[config.mk]
export PLATFORM = sky130hd
export DESIGN_NAME = raster_wavegen
export DESIGN_NICKNAME = d
export VERILOG_FILES = /design/src/rtl/rwg_pkg.sv /design/src/rtl/rwg_cfg_regs.sv /design/src/rtl/rwg_counter.sv /design/src/rtl/raster_wavegen.sv
export SDC_FILE = /design/constraint.sdc
export NUM_CORES = 2
export LEC_CHECK = 0
export ABC_CLOCK_PERIOD_IN_PS = 4500
export BUFFER_PORTS_ARGS = -buffer_cell sky130_fd_sc_hd__buf_2
export CAP_MARGIN = 20
export CORE_MARGIN = 2
export CORE_UTILIZATION = 50
export DETAILED_ROUTE_END_ITERATION = 7
export PLACE_DENSITY = 0.63
export SLEW_MARGIN = 40
export SYNTH_ARGS = -nofsm -noshare
export SYNTH_HDL_FRONTEND = slang
export SYNTH_SLANG_ARGS = --single-unit
[constraint.sdc]
create_clock -name clk -period 4.5 [get_ports clk]
set_input_delay 0 -clock clk [delete_from_list [all_inputs] [get_ports clk]]
set_output_delay 0 -clock clk [all_outputs]
set_load 0.01 [all_outputs]
[src/rtl/rwg_pkg.sv]
package rwg_pkg;

    localparam int SEL_W  = 4;
    localparam int CNT_W  = 12;
    localparam int WIN_W  = 10;
    localparam int TAP_N  = 1 << SEL_W;
    localparam int ADDR_W = SEL_W + 2;
    localparam int DATA_W = 32;

    typedef enum logic [1:0] {
        ST_IDLE  = 2'd0,
        ST_DELAY = 2'd1,
        ST_RUN   = 2'd2,
        ST_DONE  = 2'd3
    } cnt_state_e;

    typedef struct packed {
        logic [SEL_W-1:0] off_src;
        logic [CNT_W-1:0] off_cnt;
        logic [SEL_W-1:0] run_src;
        logic [CNT_W-1:0] run_cnt;
        logic [SEL_W-1:0] clr_src;
        logic [CNT_W-1:0] rep_cnt;
        logic [WIN_W-1:0] win_end;
        logic [WIN_W-1:0] win_beg;
    } cnt_cfg_t;

    typedef struct packed {
        logic de;
        logic vs;
        logic hs;
    } pol_t;

    // Selector value 0 means no source; value s takes tap s-1.
    function automatic logic pick_tap(input logic [TAP_N-1:0] taps,
                                      input logic [SEL_W-1:0] sel);
        return (sel == '0) ? 1'b0 : taps[sel - 1'b1];
    endfunction

    // Window test in half-tick units.
    function automatic logic in_window(input logic [CNT_W-1:0] ph,
                                       input logic [WIN_W-1:0] wbeg,
                                       input logic [WIN_W-1:0] wend);
        logic [CNT_W:0] half;
        half = {ph, 1'b0};
        return (half >= (CNT_W+1)'(wbeg)) && (half < (CNT_W+1)'(wend));
    endfunction

endpackage

[src/rtl/rwg_cfg_regs.sv]
module rwg_cfg_regs
    import rwg_pkg::*;
#(
    parameter int NUM_CNT = 5
) (
    input  logic                     clk,
    input  logic                     rst,
    input  logic                     wr_en,
    input  logic [ADDR_W-1:0]        wr_addr,
    input  logic [DATA_W-1:0]        wr_data,
    output cnt_cfg_t [NUM_CNT:1]     cfg_o,
    output pol_t                     pol_o
);

    logic [SEL_W-1:0] idx;
    logic [1:0]       word;

    assign idx  = wr_addr[ADDR_W-1:2];
    assign word = wr_addr[1:0];

    always_ff @(posedge clk) begin
        if (rst) begin
            cfg_o <= '0;
            pol_o <= '0;
        end else if (wr_en) begin
            if (idx == '0 && word == 2'd0)
                pol_o <= pol_t'(wr_data[2:0]);
            for (int k = 1; k <= NUM_CNT; k++) begin
                if (idx == SEL_W'(k)) begin
                    case (word)
                        2'd0: begin
                            cfg_o[k].run_cnt <= wr_data[11:0];
                            cfg_o[k].run_src <= wr_data[15:12];
                            cfg_o[k].off_cnt <= wr_data[27:16];
                            cfg_o[k].off_src <= wr_data[31:28];
                        end
                        2'd1: begin
                            cfg_o[k].rep_cnt <= wr_data[11:0];
                            cfg_o[k].clr_src <= wr_data[15:12];
                        end
                        2'd2: begin
                            cfg_o[k].win_beg <= wr_data[9:0];
                            cfg_o[k].win_end <= wr_data[25:16];
                        end
                        default: ;
                    endcase
                end
            end
        end
    end

endmodule

[src/rtl/rwg_counter.sv]
module rwg_counter
    import rwg_pkg::*;
(
    input  logic              clk,
    input  logic              rst,
    input  logic              en,
    input  logic              start,
    input  cnt_cfg_t          cfg,
    input  logic [TAP_N-1:0]  taps,
    output logic              evt_o,
    output logic              wave_o,
    output logic              clr_o,
    output cnt_state_e        state_o,
    output logic [CNT_W-1:0]  ph_o,
    output logic [CNT_W-1:0]  reps_o
);

    cnt_state_e       state;
    logic [CNT_W-1:0] ph;
    logic [CNT_W-1:0] off_ph;
    logic [CNT_W-1:0] reps;
    logic             evt;
    logic             rtick;
    logic             otick;
    logic             clr;

    assign rtick = pick_tap(taps, cfg.run_src);
    assign otick = pick_tap(taps, cfg.off_src);
    assign clr   = start | pick_tap(taps, cfg.clr_src);

    always_ff @(posedge clk) begin
        if (rst || !en) begin
            state  <= ST_IDLE;
            ph     <= '0;
            off_ph <= '0;
            reps   <= '0;
            evt    <= 1'b0;
        end else if (clr) begin
            evt    <= 1'b0;
            ph     <= '0;
            off_ph <= '0;
            reps   <= CNT_W'(1);
            state  <= (cfg.off_cnt == '0) ? ST_RUN : ST_DELAY;
        end else begin
            evt <= 1'b0;
            case (state)
                ST_DELAY: begin
                    if (otick) begin
                        if (off_ph == cfg.off_cnt - CNT_W'(1)) begin
                            state <= ST_RUN;
                            ph    <= '0;
                            evt   <= 1'b1;
                        end else begin
                            off_ph <= off_ph + CNT_W'(1);
                        end
                    end
                end
                ST_RUN: begin
                    if (rtick) begin
                        if (ph == cfg.run_cnt) begin
                            if (cfg.rep_cnt != '0 && reps == cfg.rep_cnt) begin
                                state <= ST_DONE;
                            end else begin
                                ph   <= '0;
                                reps <= reps + CNT_W'(1);
                                evt  <= 1'b1;
                            end
                        end else begin
                            ph <= ph + CNT_W'(1);
                        end
                    end
                end
                default: ;
            endcase
        end
    end

    assign evt_o   = evt;
    assign clr_o   = clr;
    assign state_o = state;
    assign ph_o    = ph;
    assign reps_o  = reps;
    assign wave_o  = (state == ST_RUN) && in_window(ph, cfg.win_beg, cfg.win_end);

endmodule

[src/rtl/raster_wavegen.sv]
module raster_wavegen
    import rwg_pkg::*;
#(
    parameter int NUM_CNT  = 5,
    parameter int HS_SEL   = 2,
    parameter int VS_SEL   = 3,
    parameter int LINE_SEL = 4,
    parameter int PIX_SEL  = 5
) (
    input  logic                clk,
    input  logic                rst,
    input  logic                run_en,
    input  logic                cfg_wr,
    input  logic [ADDR_W-1:0]   cfg_addr,
    input  logic [DATA_W-1:0]   cfg_data,
    output logic                hsync_o,
    output logic                vsync_o,
    output logic                de_o,
    output logic [NUM_CNT-1:0]  strobe_o
);

    cnt_cfg_t   [NUM_CNT:1]            cnt_cfg;
    pol_t                              pol;
    logic                              en_q;
    logic                              start;
    logic       [TAP_N-1:0]            taps;
    logic       [NUM_CNT:1]            cnt_evt;
    logic       [NUM_CNT:1]            cnt_wave;
    logic       [NUM_CNT:1]            cnt_clr;
    cnt_state_e [NUM_CNT:1]            cnt_state;
    logic       [NUM_CNT:1][CNT_W-1:0] cnt_ph;
    logic       [NUM_CNT:1][CNT_W-1:0] cnt_reps;

    rwg_cfg_regs #(.NUM_CNT(NUM_CNT)) u_regs (
        .clk     (clk),
        .rst     (rst),
        .wr_en   (cfg_wr),
        .wr_addr (cfg_addr),
        .wr_data (cfg_data),
        .cfg_o   (cnt_cfg),
        .pol_o   (pol)
    );

    always_ff @(posedge clk) begin
        if (rst) en_q <= 1'b0;
        else     en_q <= run_en;
    end

    assign start = run_en & ~en_q;

    always_comb begin
        taps            = '0;
        taps[0]         = 1'b1;
        taps[NUM_CNT:1] = cnt_evt;
    end

    for (genvar k = 1; k <= NUM_CNT; k++) begin : g_cnt
        rwg_counter u_cnt (
            .clk     (clk),
            .rst     (rst),
            .en      (run_en),
            .start   (start),
            .cfg     (cnt_cfg[k]),
            .taps    (taps),
            .evt_o   (cnt_evt[k]),
            .wave_o  (cnt_wave[k]),
            .clr_o   (cnt_clr[k]),
            .state_o (cnt_state[k]),
            .ph_o    (cnt_ph[k]),
            .reps_o  (cnt_reps[k])
        );
    end

    assign hsync_o  = cnt_wave[HS_SEL] ^ pol.hs;
    assign vsync_o  = cnt_wave[VS_SEL] ^ pol.vs;
    assign de_o     = (cnt_wave[LINE_SEL] & cnt_wave[PIX_SEL]) ^ pol.de;
    assign strobe_o = cnt_wave;

endmodule

==> impl_results.md <==
- Routability cong.: 0.918
- Buf+Inv Stages, Crit Path: 1
- Total wire length: 81.2 mm
- Die area: 58900 µm²
- Synth-to-layout area growth: 11.0%
- Final worst-path cycle share: 84.2%
- Fraction of layout cells with a size suffix above 1: 6.51%
- Skew final: 0.0237 ns
- Crit-path slowest cell: or4b_1
- Ys Warns: 0
- Die H: 243 µm
- First-pass GRT wire length: 129 mm
- Syn Nets: 3832
- Worst path required time: 5.01 ns
- Cell variety after synth: 79
- CTS resizes: 0
- Number of detailed-route iterations in the first pass: 5
- Overall routing resource usage: 27.0%
- Initial core utilization: 50.5%
- Maximum fanout along the worst path: 9
- Worst hold path class: input port to flip-flop
- Hold path cells: 5
- Row count: 87
- Final Max Slew Viols: 0
- Leakage power: 11.9 nW
- Crit path kind: flip-flop to flip-flop
- Drt via density: 5.68
- CTS tree: built
- Max Clk Rate: 0.264 GHz
- Port Buffers: 49
- Crit path capture type: flip-flop
- Worst Setup SP: u_regs.cfg_o[52]
- Core area: 56400 µm²
- Async SR Flop Fraction: 0%
- Status: finished, final reports clean
- Root buffer cell: clkbuf_16
- Via count: 25166
- FF-to-FF Start: u_regs.cfg_o[52]
- Worst hold path endpoint: u_regs.cfg_o[304]
- Final instance area: 31600 µm²
- Syn_area_per_cell: 7.83 µm²
- Most frequent cell after synthesis: nand2_1
- GRT overflow: 0
- Ranking of synthesized cells by area: dfxtp_1 (38%), nand2_1 (10%), a21oi_1 (7.5%), xor2_1 (6.8%), ha_1 (6.6%)
- Cells after Synth: 3640
- Cell taking the most area after synthesis: dfxtp_1
- Hold Crit Start: cfg_addr[2]
- Largest net degree at the start of global routing: 188
- Remaining DRCs: 0
- RSZ-0062 raised after global routing: no
- CTS sink cnt: 539
- Reg2reg path depth: 11
- Cell family with most CP delay: simple AND/OR/NAND/NOR gates
- IO Pins: 50
- Syn Std Cell Area: 28500 µm²
- DP HPWL: 53.0 mm
- Setup Total Neg Slack: 0 ns
- Worst slew margin: 41.5%
- Clock Latency Late Sink: 0.63 ns
- Vias in the first global route: 24033
- Max-Cap Viols: 0
- Slew @ Worst Pin: 0.877 ns
- Critical Path Max Stage Delay: 0.77 ns
- Die X: 243 µm
- Commonest cells post-synth: nand2_1 (774), dfxtp_1 (539), a21oi_1 (426)
- Drt initial violations: 1631
- Clock transition at path regs: 0.06 ns
- Yosys top cell area share: 37.9%
- Seq/Total Area, Yosys: 37.9%
- Post-DP Area: 29200 µm²
- Storage element area: 10800 µm²
- #FFs+latches synth: 539
- Initial antenna violation count: 9
- Reg2reg end: g_cnt[1].u_cnt.ph_o[10]
- Final worst path period need: 3.79 ns
- CTS max path bufs: 3
- Area occupied by multi-input gates: 16400 µm²
- Final Hold Vio Count: 0
- Post-synth EDFFs: 0
- Post-DRT Antenna Nets: 0
- Filler cell count: 5290
- Final setup fails: 0
- Nets: 3815
- Reg2Reg Setup Slack: 0.71 ns
- Post-synth top flop: dfxtp_1
- Worst IR drop on VDD: 0.309 mV
- P per Cell Area: 328 nW/µm²
- Num CTS Buffers: 59
- WL per Instance: 18.3 µm
- Critical Path Start Type: flip-flop
- CTS H-tree depth: 2
- Crit-path cells: inv_1, ha_1, or4b_1, nor3b_1, xnor2_1, nor4_1, a31oi_1, or4b_1, nor4_4, xnor2_1, nor2_2
- Crit path DAT: 4.30 ns
-- metal layers --
metal	global-route usage, %	wire [µm]	up-vias	share of wire (%)
met2	43.7	36300	720	45
met1	35.4	35800	11945	44
met5	0	26	-	0.032
met4	11.0	3310	4	4.1
li1	-	-	12297	-
met3	5.31	5770	200	7.1
-- stage by stage --
step	cells	total power [mW]	utilization [%]	hold slack [ns]	setup slack [ns]
floorplan	3640	5.15	-	0.136	1.20
CTS	4426	10.4	56.0	0.00472	0.733
global placement	4283	5.34	51.7	0.339	0.768
detailed placement	4283	5.35	51.8	0.345	0.777
global route	4430	10.7	56.1	0.0740	0.476
finish	4432	10.4	56.1	0.0418	0.710
-- worst register-to-register path, cell delays in order (launching register included) --
cell,delay (ns)
dfxtp_1,0.37
inv_1,0.08
ha_1,0.25
or4b_1,0.55
nor3b_1,0.30
xnor2_1,0.10
nor4_1,0.44
a31oi_1,0.26
or4b_1,0.77
nor4_4,0.35
xnor2_1,0.17
nor2_2,0.04
-- what timing repair did --
| item | 4_1_cts | 5_1_grt |
|---|---|---|
| hold buffers | 35 | 0 |
| endpoints found under the setup margin | 0 | 0 |
| hold endpoints to repair | 331 | 0 |
| buffers inserted | 0 | 0 |
-- power breakdown --
group	switching, mW	internal, mW	total, mW
Clock	2.04	3.05	5.09
Sequential	0.0181	4.79	4.81
Combinational	0.347	0.120	0.467
-- state kept, by name (all words and copies together) (netlist names) --
signal / cells
u_regs.cfg_o: 340
g_cnt.u_cnt.ph_o: 60
g_cnt.u_cnt.evt_o: 5
g_cnt.u_cnt.state_o: 10
u_regs.pol_o: 3
g_cnt.u_cnt.reps_o: 60
en_q: 1
g_cnt.u_cnt.off_ph: 60
-- placed cells by master (no fill, tap or decap), types with 59 or more instances in the layout --
master     instances
nand3_1           83
inv_1            175
ha_1             150
xor2_1           221
clkbuf_16         61
nor2_1           249
o21ai_0           80
dfxtp_1          539
nand2_1          768
xnor2_1           91
and3_1            59
a21oi_1          426
nor3_1            67
-- layout make-up --
type,count,area share (%)
clock buffers,84,5.45
flip-flops and latches,539,34.1
diodes,6,0.0475
well taps,756,2.99
multi-input cells,2736,51.7
inverters,175,2.08
clock inverters,24,0.969
repair buffers,112,2.62
-- worst max path at each step --
stage,to,cells past startpoint
floorplan,g_cnt[1].u_cnt.ph_o[10],13
global placement,g_cnt[3].u_cnt.ph_o[4],11
detailed placement,g_cnt[1].u_cnt.ph_o[10],11
CTS,g_cnt[1].u_cnt.ph_o[10],11
global route,g_cnt[3].u_cnt.ph_o[9],11
finish,g_cnt[1].u_cnt.ph_o[10],11
-- cells by family (layout without fill, tap and decap cells) --
logic type	after synthesis	in the layout	synth area share [%]
buffers and inverters	365	395	4.92
xor gates and xnor gates	315	315	9.83
DFF	539	539	37.9
and+or+nand+nor	1510	1510	24.1
muxes	70	70	2.54
AOI/OAI and AO/OA	691	691	14.1
other	0	6	0
adders and majority gates	150	150	6.59
(Power assumes the default switching activity.)
